## src/rtl/tmr_pkg.sv

```systemverilog
package tmr_pkg;
  typedef enum logic [1:0] {
    REG_NONE = 2'd0,
    REG_CTRL = 2'd1,
    REG_STAT = 2'd2
  } tmr_reg_e;
endpackage

```

## src/rtl/tmr_regif.sv

```systemverilog
module tmr_regif
  import tmr_pkg::*;
#(
  parameter int DATA_W   = 32,
  parameter int CNT_W    = 29,
  parameter int OFS_W    = 3,
  parameter int CTRL_OFS = 0,
  parameter int STAT_OFS = 4
) (
  input  logic              wr_en,
  input  logic [OFS_W-1:0]  wr_addr,
  input  logic [DATA_W-1:0] wr_data,
  input  logic [OFS_W-1:0]  rd_addr,
  input  logic              en,
  input  logic              per,
  input  logic [CNT_W-1:0]  count,
  input  logic              irq,
  output logic              ctrl_wr,
  output logic              clr_req,
  output logic              wr_en_bit,
  output logic              wr_per_bit,
  output logic [CNT_W-1:0]  wr_load,
  output logic [DATA_W-1:0] rd_data
);
  localparam int EN_BIT  = DATA_W - 1;
  localparam int PER_BIT = DATA_W - 2;
  localparam int ACK_BIT = DATA_W - 2;
  localparam int GAP_W   = DATA_W - 2 - CNT_W;

  function automatic tmr_reg_e decode(input logic [OFS_W-1:0] ofs);
    if (ofs == OFS_W'(CTRL_OFS))      return REG_CTRL;
    else if (ofs == OFS_W'(STAT_OFS)) return REG_STAT;
    else                              return REG_NONE;
  endfunction

  function automatic logic [DATA_W-1:0] pack_ctrl(input logic e, input logic p,
                                                  input logic [CNT_W-1:0] c);
    return {e, p, {GAP_W{1'b0}}, c};
  endfunction

  function automatic logic [DATA_W-1:0] pack_stat(input logic i);
    logic [DATA_W-1:0] w;
    w = '0;
    w[ACK_BIT] = i;
    return w;
  endfunction

  tmr_reg_e wsel, rsel;

  always_comb begin
    wsel       = decode(wr_addr);
    rsel       = decode(rd_addr);
    ctrl_wr    = wr_en && (wsel == REG_CTRL);
    clr_req    = wr_en && (wsel == REG_STAT) && wr_data[ACK_BIT];
    wr_en_bit  = wr_data[EN_BIT];
    wr_per_bit = wr_data[PER_BIT];
    wr_load    = wr_data[CNT_W-1:0];
    case (rsel)
      REG_CTRL: rd_data = pack_ctrl(en, per, count);
      REG_STAT: rd_data = pack_stat(irq);
      default:  rd_data = '0;
    endcase
  end
endmodule

```

## src/rtl/tmr_counter.sv

```systemverilog
module tmr_counter #(
  parameter int CNT_W = 29
) (
  input  logic             clk,
  input  logic             rst_n,
  input  logic             tick,
  input  logic             ctrl_wr,
  input  logic             wr_en_bit,
  input  logic             wr_per_bit,
  input  logic [CNT_W-1:0] wr_load,
  output logic             en,
  output logic             per,
  output logic [CNT_W-1:0] count,
  output logic [CNT_W-1:0] load,
  output logic             expire
);
  function automatic logic [CNT_W-1:0] step(input logic [CNT_W-1:0] c,
                                            input logic [CNT_W-1:0] l,
                                            input logic p);
    if (c != '0) return c - 1'b1;
    else if (p)  return l;
    else         return '0;
  endfunction

  logic step_en;

  always_comb begin
    step_en = en && tick && !ctrl_wr;
    expire  = step_en && (count == '0);
  end

  always_ff @(posedge clk) begin
    if (!rst_n) begin
      en    <= 1'b0;
      per   <= 1'b0;
      count <= '0;
      load  <= '0;
    end else if (ctrl_wr) begin
      en    <= wr_en_bit;
      per   <= wr_per_bit;
      count <= wr_load;
      load  <= wr_load;
    end else if (step_en) begin
      count <= step(count, load, per);
      if (expire && !per) en <= 1'b0;
    end
  end
endmodule

```

## src/rtl/tmr_irq.sv

```systemverilog
module tmr_irq (
  input  logic clk,
  input  logic rst_n,
  input  logic expire,
  input  logic clr_req,
  output logic irq
);
  always_ff @(posedge clk) begin
    if (!rst_n)       irq <= 1'b0;
    else if (expire)  irq <= 1'b1;
    else if (clr_req) irq <= 1'b0;
  end
endmodule

```

## src/rtl/tmr_channel.sv

```systemverilog
module tmr_channel #(
  parameter int DATA_W   = 32,
  parameter int CNT_W    = 29,
  parameter int OFS_W    = 3,
  parameter int CTRL_OFS = 0,
  parameter int STAT_OFS = 4
) (
  input  logic              clk,
  input  logic              rst_n,
  input  logic              tick,
  input  logic              wr_en,
  input  logic [OFS_W-1:0]  wr_addr,
  input  logic [DATA_W-1:0] wr_data,
  input  logic [OFS_W-1:0]  rd_addr,
  output logic [DATA_W-1:0] rd_data,
  output logic              irq
);
  logic             ctrl_wr, clr_req, wr_en_bit, wr_per_bit;
  logic [CNT_W-1:0] wr_load;
  logic             en_q, per_q, expire;
  logic [CNT_W-1:0] count_q, load_q;

  tmr_regif #(
    .DATA_W(DATA_W), .CNT_W(CNT_W), .OFS_W(OFS_W),
    .CTRL_OFS(CTRL_OFS), .STAT_OFS(STAT_OFS)
  ) u_regif (
    .wr_en(wr_en), .wr_addr(wr_addr), .wr_data(wr_data), .rd_addr(rd_addr),
    .en(en_q), .per(per_q), .count(count_q), .irq(irq),
    .ctrl_wr(ctrl_wr), .clr_req(clr_req), .wr_en_bit(wr_en_bit),
    .wr_per_bit(wr_per_bit), .wr_load(wr_load), .rd_data(rd_data)
  );

  tmr_counter #(.CNT_W(CNT_W)) u_counter (
    .clk(clk), .rst_n(rst_n), .tick(tick), .ctrl_wr(ctrl_wr),
    .wr_en_bit(wr_en_bit), .wr_per_bit(wr_per_bit), .wr_load(wr_load),
    .en(en_q), .per(per_q), .count(count_q), .load(load_q), .expire(expire)
  );

  tmr_irq u_irq (
    .clk(clk), .rst_n(rst_n), .expire(expire), .clr_req(clr_req), .irq(irq)
  );
endmodule

```

## config.mk

```make
export PLATFORM = sky130hd
export DESIGN_NAME = tmr_channel
export DESIGN_NICKNAME = d
export VERILOG_FILES = /design/src/rtl/tmr_pkg.sv /design/src/rtl/tmr_regif.sv /design/src/rtl/tmr_counter.sv /design/src/rtl/tmr_irq.sv /design/src/rtl/tmr_channel.sv
export SDC_FILE = /design/constraint.sdc
export NUM_CORES = 1
export LEC_CHECK = 0
export BUFFER_PORTS_ARGS = -buffer_cell sky130_fd_sc_hd__buf_2
export CAP_MARGIN = 20
export CORE_MARGIN = 1
export CORE_UTILIZATION = 59
export DETAILED_ROUTE_END_ITERATION = 10
export HOLD_SLACK_MARGIN = 0.03
export PLACE_DENSITY_LB_ADDON = 0.12
export RECOVER_POWER = 100
export SETUP_SLACK_MARGIN = 0.02
export SYNTH_ARGS = -nofsm -noshare
export SYNTH_HDL_FRONTEND = slang
export SYNTH_SLANG_ARGS = --single-unit
```

## constraint.sdc

```tcl
create_clock -name clk -period 4.9 [get_ports clk]
set_input_delay 0.49 -clock clk [delete_from_list [all_inputs] [get_ports clk]]
set_output_delay 0.49 -clock clk [all_outputs]
set_load 0.05 [all_outputs]
```

==> impl_metrics.toml, run 1 <==
[routing]
antenna_left = 0
drc_errors = 0
dr.pass1.iters = 5
via_count = 3782
finalWirelength_um = 10100
vias_per_cell = 6.25
drt_iter0_drc = 333
wl_per_cell_um = 16.7

[critical_path]
critPathMaxFanout = 7
cp.arrival_ps = 4040
end_kind = "flip-flop"
required_ps = 5130
reg2reg_slack_ps = 1090
r2r_end = "u_counter.count[27]"
worstSetupPathType = "reg -> reg"
ff2ff_path_depth = 8
crit_end = "u_counter.count[27]"
start_kind = "flip-flop"
cp-startpoint = "u_counter.count[0]"
worst_r2r_startpoint = "u_counter.count[0]"

[timing]
fin_hold_ws_ps = 396
min_period_over_period_pct = 77.7
setup_viol = 0
drv_slew = 0
max_freq_mhz = 263
finalCriticalPeriod_ps = 3810
slew_headroom_pct = 0.914
rsz0062_at_grt = "false"
worst_pin_slew_ps = 1480
hold_viol_final = 0
fin_setup_tns_ps = 0
fin_skew_ps = 6.17

[floorplanning]
die_x_um = 77.9
dieArea_um2 = 6070
die_h_um = 77.9
core-area_um2 = 5540
ios = 75
start_util_pct = 61.3
rows = 27

[synthesis]
synth_nets = 514
syn_area_um2 = 3400
synth_top_area_cell = "dfxtp_1"
yosysUniqueCellTypes = 57
synth_top_cell_area_share_pct = 35.9
postSynthAreaPerCell_um2 = 7.21
synthTopCellsByArea = "dfxtp_1 36%, nand2_1 10%, a21oi_1 10%, and2_1 6.1%, o21ai_0 3.2%"
ys_ff_latch = 61
synth_edf_count = 0
synth-warning-count = 0
yosysSeqAreaShare_pct = 35.9
synth_ff_type = "dfxtp_1"
syn_inst = 471
ys_async_sr_fraction_pct = 0

[clock_tree]
postCtsResizedCells = 0
clock-sinks = 61
cts_inserted_buffers = 9
cts_tree = "yes"
clock_path_buffers = 2
postCtsSetupBuffers = 0
htree_num_levels = 3
clk_pin_slew_ps = 70
clock_latency_ps = 340
root_buffer = "clkbuf_8"
cts_hold_repair.buffers = 0

[global_route]
grt_overflow = 0
grt_pass1_wl_um = 16300
grt_pass1_vias = 3431
antenna_found_initial = 0
grt_usage_pct = 34.2
grt_max_degree = 42

[run]
drv_cap = 1

[placement]
dp.cells = 590
place_congestion = 0.892
place_area_um2 = 3790
dp_hpwl_um = 6560
portBuffers = 72

[pwr]
p_leak_nw = 1.46
power_density_nw_per_um2 = 348
finalPower_w = 0.00135
vdd_drop_max_mv = 0.196

[final_layout]
fin_cells = 605
diodes = 0
final_nets = 572
fin_area_um2 = 3880
syn_to_final_growth_pct = 14.1
layout-drive-gt1-share_pct = 12.4
fillerInstances = 544

[run_status]
status = "complete, but fails checks"
violations = "capacitance limit"

[worst_hold_path]
min_path_type = "in -> reg"
==> cells by family (layout without fill, tap and decap cells) <==
| kind of cell | after synthesis | count (layout) | synth area share [%] |
|---|---|---|---|
| flops | 61 | 61 | 35.9 |
| other cells | 1 | 1 | 0.110 |
| compound gates | 150 | 150 | 26.5 |
| fa+ha+maj | 1 | 1 | 0.368 |
| simple gates | 214 | 214 | 30.9 |
| mux | 4 | 4 | 1.22 |
| xor+xnor | 1 | 1 | 0.258 |
| buf+inv | 39 | 101 | 4.68 |
==> registers in the layout, indices dropped and copies added (netlist names) <==
register / count
u_counter.load: 29
u_irq.irq: 1
u_counter.en: 1
u_counter.per: 1
u_counter.count: 29
==> per-stage QoR <==
stage	setup WS, ps	util [%]
global placement	2030	68.4
global route	982	70.0
detailed placement	1970	68.4
CTS	2080	71.2
finish	1090	70.0
floorplan	2580	-
==> synthesized netlist by cell type (2+ instances only) <==
master,number
dfxtp_1,61
o21ai_1,7
nor4_1,9
o22a_1,3
nand4_1,5
nor3b_1,2
mux2i_1,3
o221a_1,2
and2_1,33
o21ai_0,22
nand3_1,7
clkbuf_1,25
or3_1,4
and3_1,5
buf_4,2
nor3_1,17
inv_1,7
o32ai_1,2
o22ai_1,4
o211ai_1,4
nor2_1,26
a211oi_1,6
a31oi_1,15
nand2_1,94
a21oi_1,68
o31ai_1,3
buf_2,4
a311oi_1,2
==> layer usage <==
metal	track usage, %	wire length (um)
met5	0	0
met4	17.4	192
met2	55.3	4620
met3	4.71	906
met1	44.6	4380
==> cell usage in the layout (no fill, tap or decap), drive strengths merged, types with 2 or more instances in the layout <==
cell type | synthesis | final
clkinv | 0 | 2
a211oi | 6 | 6
nand3 | 7 | 7
o21ai | 29 | 29
o22ai | 4 | 4
o221a | 2 | 2
a311oi | 2 | 2
dfxtp | 61 | 61
o211ai | 4 | 4
or3 | 5 | 5
nand2 | 94 | 94
nor4b | 2 | 2
buf | 7 | 44
inv | 7 | 7
o22a | 3 | 3
mux2i | 3 | 3
and2 | 33 | 33
nor4 | 10 | 10
and3 | 5 | 5
o31ai | 4 | 4
nand4 | 5 | 5
a21oi | 68 | 68
nor3 | 18 | 18
nor2 | 26 | 26
a221oi | 2 | 2
nor3b | 2 | 2
a31oi | 15 | 15
clkbuf | 25 | 48
o32ai | 2 | 2
==> worst max-delay path, cell delays in order (launching register included) <==
cell and delay, ps:
dfxtp_1 360, inv_1 80, ha_1 200, nor4b_1 940
nand4_1 520, o21ai_0 1100, a32oi_1 170, a221oi_2 230
nor3_1 90
==> worst min-delay path by stage <==
stage,startpoint,end,slack (ps),depth (start not counted)
4_1_cts,wr_data[3],u_counter.load[3],390,3
3_3_place_gp,u_counter.load[5],u_counter.load[5],440,2
6_report,wr_data[19],u_counter.load[19],400,3
2_1_floorplan,u_counter.load[2],u_counter.load[2],430,2
5_1_grt,wr_data[3],u_counter.load[3],390,3
3_5_place_dp,u_counter.load[5],u_counter.load[5],440,2
==> layout make-up <==
cell class	count	area (um^2)	area share (%)
clock inverters	2	10.0	0.258
well taps	72	90.1	2.32
flip-flops and latches	61	1220	31.5
inverters	7	26.3	0.677
multi-input cells	371	2020	52.2
clock buffers	13	149	3.84
repair buffers	79	359	9.26
==> power by group <==
| group | total, W | internal, W | switching [W] |
|---|---|---|---|
| Sequential | 0.000550 | 0.000519 | 0.0000311 |
| Combinational | 0.000417 | 0.000145 | 0.000272 |
| Clock | 0.000384 | 0.000193 | 0.000190 |
Note: power is estimated with default switching activity, not from simulation.
==> inputs of run 2 (changes only) <==
--- a/config.mk
+++ b/config.mk
@@ -8,7 +8,7 @@
 export BUFFER_PORTS_ARGS = -buffer_cell sky130_fd_sc_hd__buf_2
 export CAP_MARGIN = 20
 export CORE_MARGIN = 1
-export CORE_UTILIZATION = 59
+export CORE_UTILIZATION = 49
 export DETAILED_ROUTE_END_ITERATION = 10
 export HOLD_SLACK_MARGIN = 0.03
 export PLACE_DENSITY_LB_ADDON = 0.12
==> constraint.sdc (replaced) <==
create_clock -name clk -period 3.2 [get_ports clk]
set_input_delay 0.32 -clock clk [delete_from_list [all_inputs] [get_ports clk]]
set_output_delay 0.32 -clock clk [all_outputs]
set_load 0.05 [all_outputs]
==> run 2 against run 1 <==
Compared with the run above: the run now ends clean; critical endpoint is now u_counter.count[6]; core utilization decreased by 8.3 points; power increased by 76%; non-clock buffer count increased by 7; combinational power increased by 58%; largest cell class unchanged; critical path type unchanged; register-to-register slack got worse by 640 ps; clock power increased by 130%; count of clock-buffer cells in the layout unchanged.
==> impl_metrics.toml, run 2 (synthesis gave the netlist of run 1 again) <==
[run_status]
status = "completed"

[timing]
fin_hold_ws_ps = 223
min_period_over_period_pct = 85.8
fin_setup_tns_ps = 0
fin_skew_ps = 8.48
finalCriticalPeriod_ps = 2750
max_freq_mhz = 364
worst_pin_slew_ps = 1070
slew_headroom_pct = 28.5
hold_viol_final = 0
setup_slack_ps = 455
rsz0062_at_grt = "false"
drv_slew = 0
setup_viol = 0

[clock_tree]
cts_inserted_buffers = 9
clk_pin_slew_ps = 70
clock-sinks = 61
postCtsResizedCells = 0
clock_path_buffers = 2
postCtsSetupBuffers = 0
clock_latency_ps = 340
cts_tree = "yes"
cts_hold_repair.buffers = 0
htree_num_levels = 3
root_buffer = "clkbuf_8"

[pwr]
finalPower_w = 0.00238
power_density_nw_per_um2 = 591
p_leak_nw = 1.54
vdd_drop_max_mv = 0.285

[placement]
place_ws_ps = 593
place_congestion = 0.861
dp_hpwl_um = 6840
portBuffers = 72

[global_route]
grt_pass1_wl_um = 16200
grt_pass1_vias = 3433
grt_overflow = 0
antenna_found_initial = 0
grt_max_degree = 32
grt_usage_pct = 28.0

[final_layout]
syn_to_final_growth_pct = 18.6
multiInputGateArea_um2 = 2020
final_common_cell = "nand2_1"
fillerInstances = 640
largestRegisters = "u_counter.count (29), u_counter.load (29)"
final_nets = 579
final_cell_mix = "94 x nand2_1, 68 x a21oi_1, 61 x dfxtp_1"
diodes = 0
final_core_util_pct = 61.7
layout-drive-gt1-share_pct = 13.7
regArea_um2 = 1220

[floorplanning]
ios = 75
die_x_um = 85.3
core-area_um2 = 6530
die_h_um = 85.3
start_util_pct = 52.0
rows = 29
dieArea_um2 = 7270

[routing]
finalWirelength_um = 10100
drc_errors = 0
antenna_left = 0
via_count = 3769
vias_per_cell = 6.10
dr.pass1.iters = 5
drt_iter0_drc = 297
wl_per_cell_um = 16.3

[run]
drv_cap = 0

[critical_path]
slowest_delay_ps = 620
crit_chain = "inv_1, ha_1, nor4b_2, nand4_1, o21ai_0, clkbuf_1, o211ai_1, a21oi_1, nor3_1"
end_kind = "flip-flop"
required_ps = 3420
start_kind = "flip-flop"
worstSetupPathType = "reg -> reg"
slowest_stage = "o21ai_0"
cp.arrival_ps = 2970
critPathMaxFanout = 6

[worst_hold_path]
min_path_type = "in -> reg"
[run 2: cell types whose count changed in the layout (fill, tap and decap cells not counted), sizes merged]
cell    previous run  this run
buf               44        49
bufinv             0         3
clkbuf            48        50
clkinv             2         0
[run 2: final timing paths]
kind | startpoint | end | slack, ps | cells past startpoint
setup / recovery | u_counter.count[0] | u_counter.count[6] | 450 | 9
hold / removal | wr_data[3] | u_counter.load[3] | 220 | 3
setup reg to reg | u_counter.count[0] | u_counter.count[6] | 450 | 9
hold reg to reg | u_counter.load[21] | u_counter.load[21] | 450 | 2
[run 2: critical path: cells and delay by family, from the launching register on]
family	cells	cell delay (ps)
compound gates	3	890
flops	1	360
simple gates	3	860
buf+inv	2	320
fa+ha+maj	1	190
[run 2: routing by layer]
layer | vias up | share of wire [%] | global-route usage [%]
li1 | 1821 | - | -
met1 | 1753 | 46 | 37.4
met2 | 177 | 45 | 46.2
met3 | 18 | 7.3 | 3.89
met4 | 0 | 1.7 | 10.5
met5 | - | 0 | 0
[run 2: through the flow]
| stage | area [um^2] | cells |
|---|---|---|
| after floorplan | 3400 | 471 |
| after global placement | 3850 | 602 |
| after detailed placement | 3850 | 602 |
| after CTS | 4110 | 618 |
| after global routing | 4030 | 618 |
| final | 4030 | 618 |
[run 2: cell type report]
class / instances / area share (%)
inverters: 7 / 0.652
repair buffers: 86 / 10.0
well taps: 77 / 2.39
clock inverters: 3 / 2.24
clock buffers: 13 / 4.19
multi-input cells: 371 / 50.2
flip-flops and latches: 61 / 30.3
[run 2: report_power, final]
group	switching, W	internal (W)	total, W
sequential	0.0000475	0.000794	0.000842
clock	0.000302	0.000582	0.000884
combinational	0.000416	0.000241	0.000657
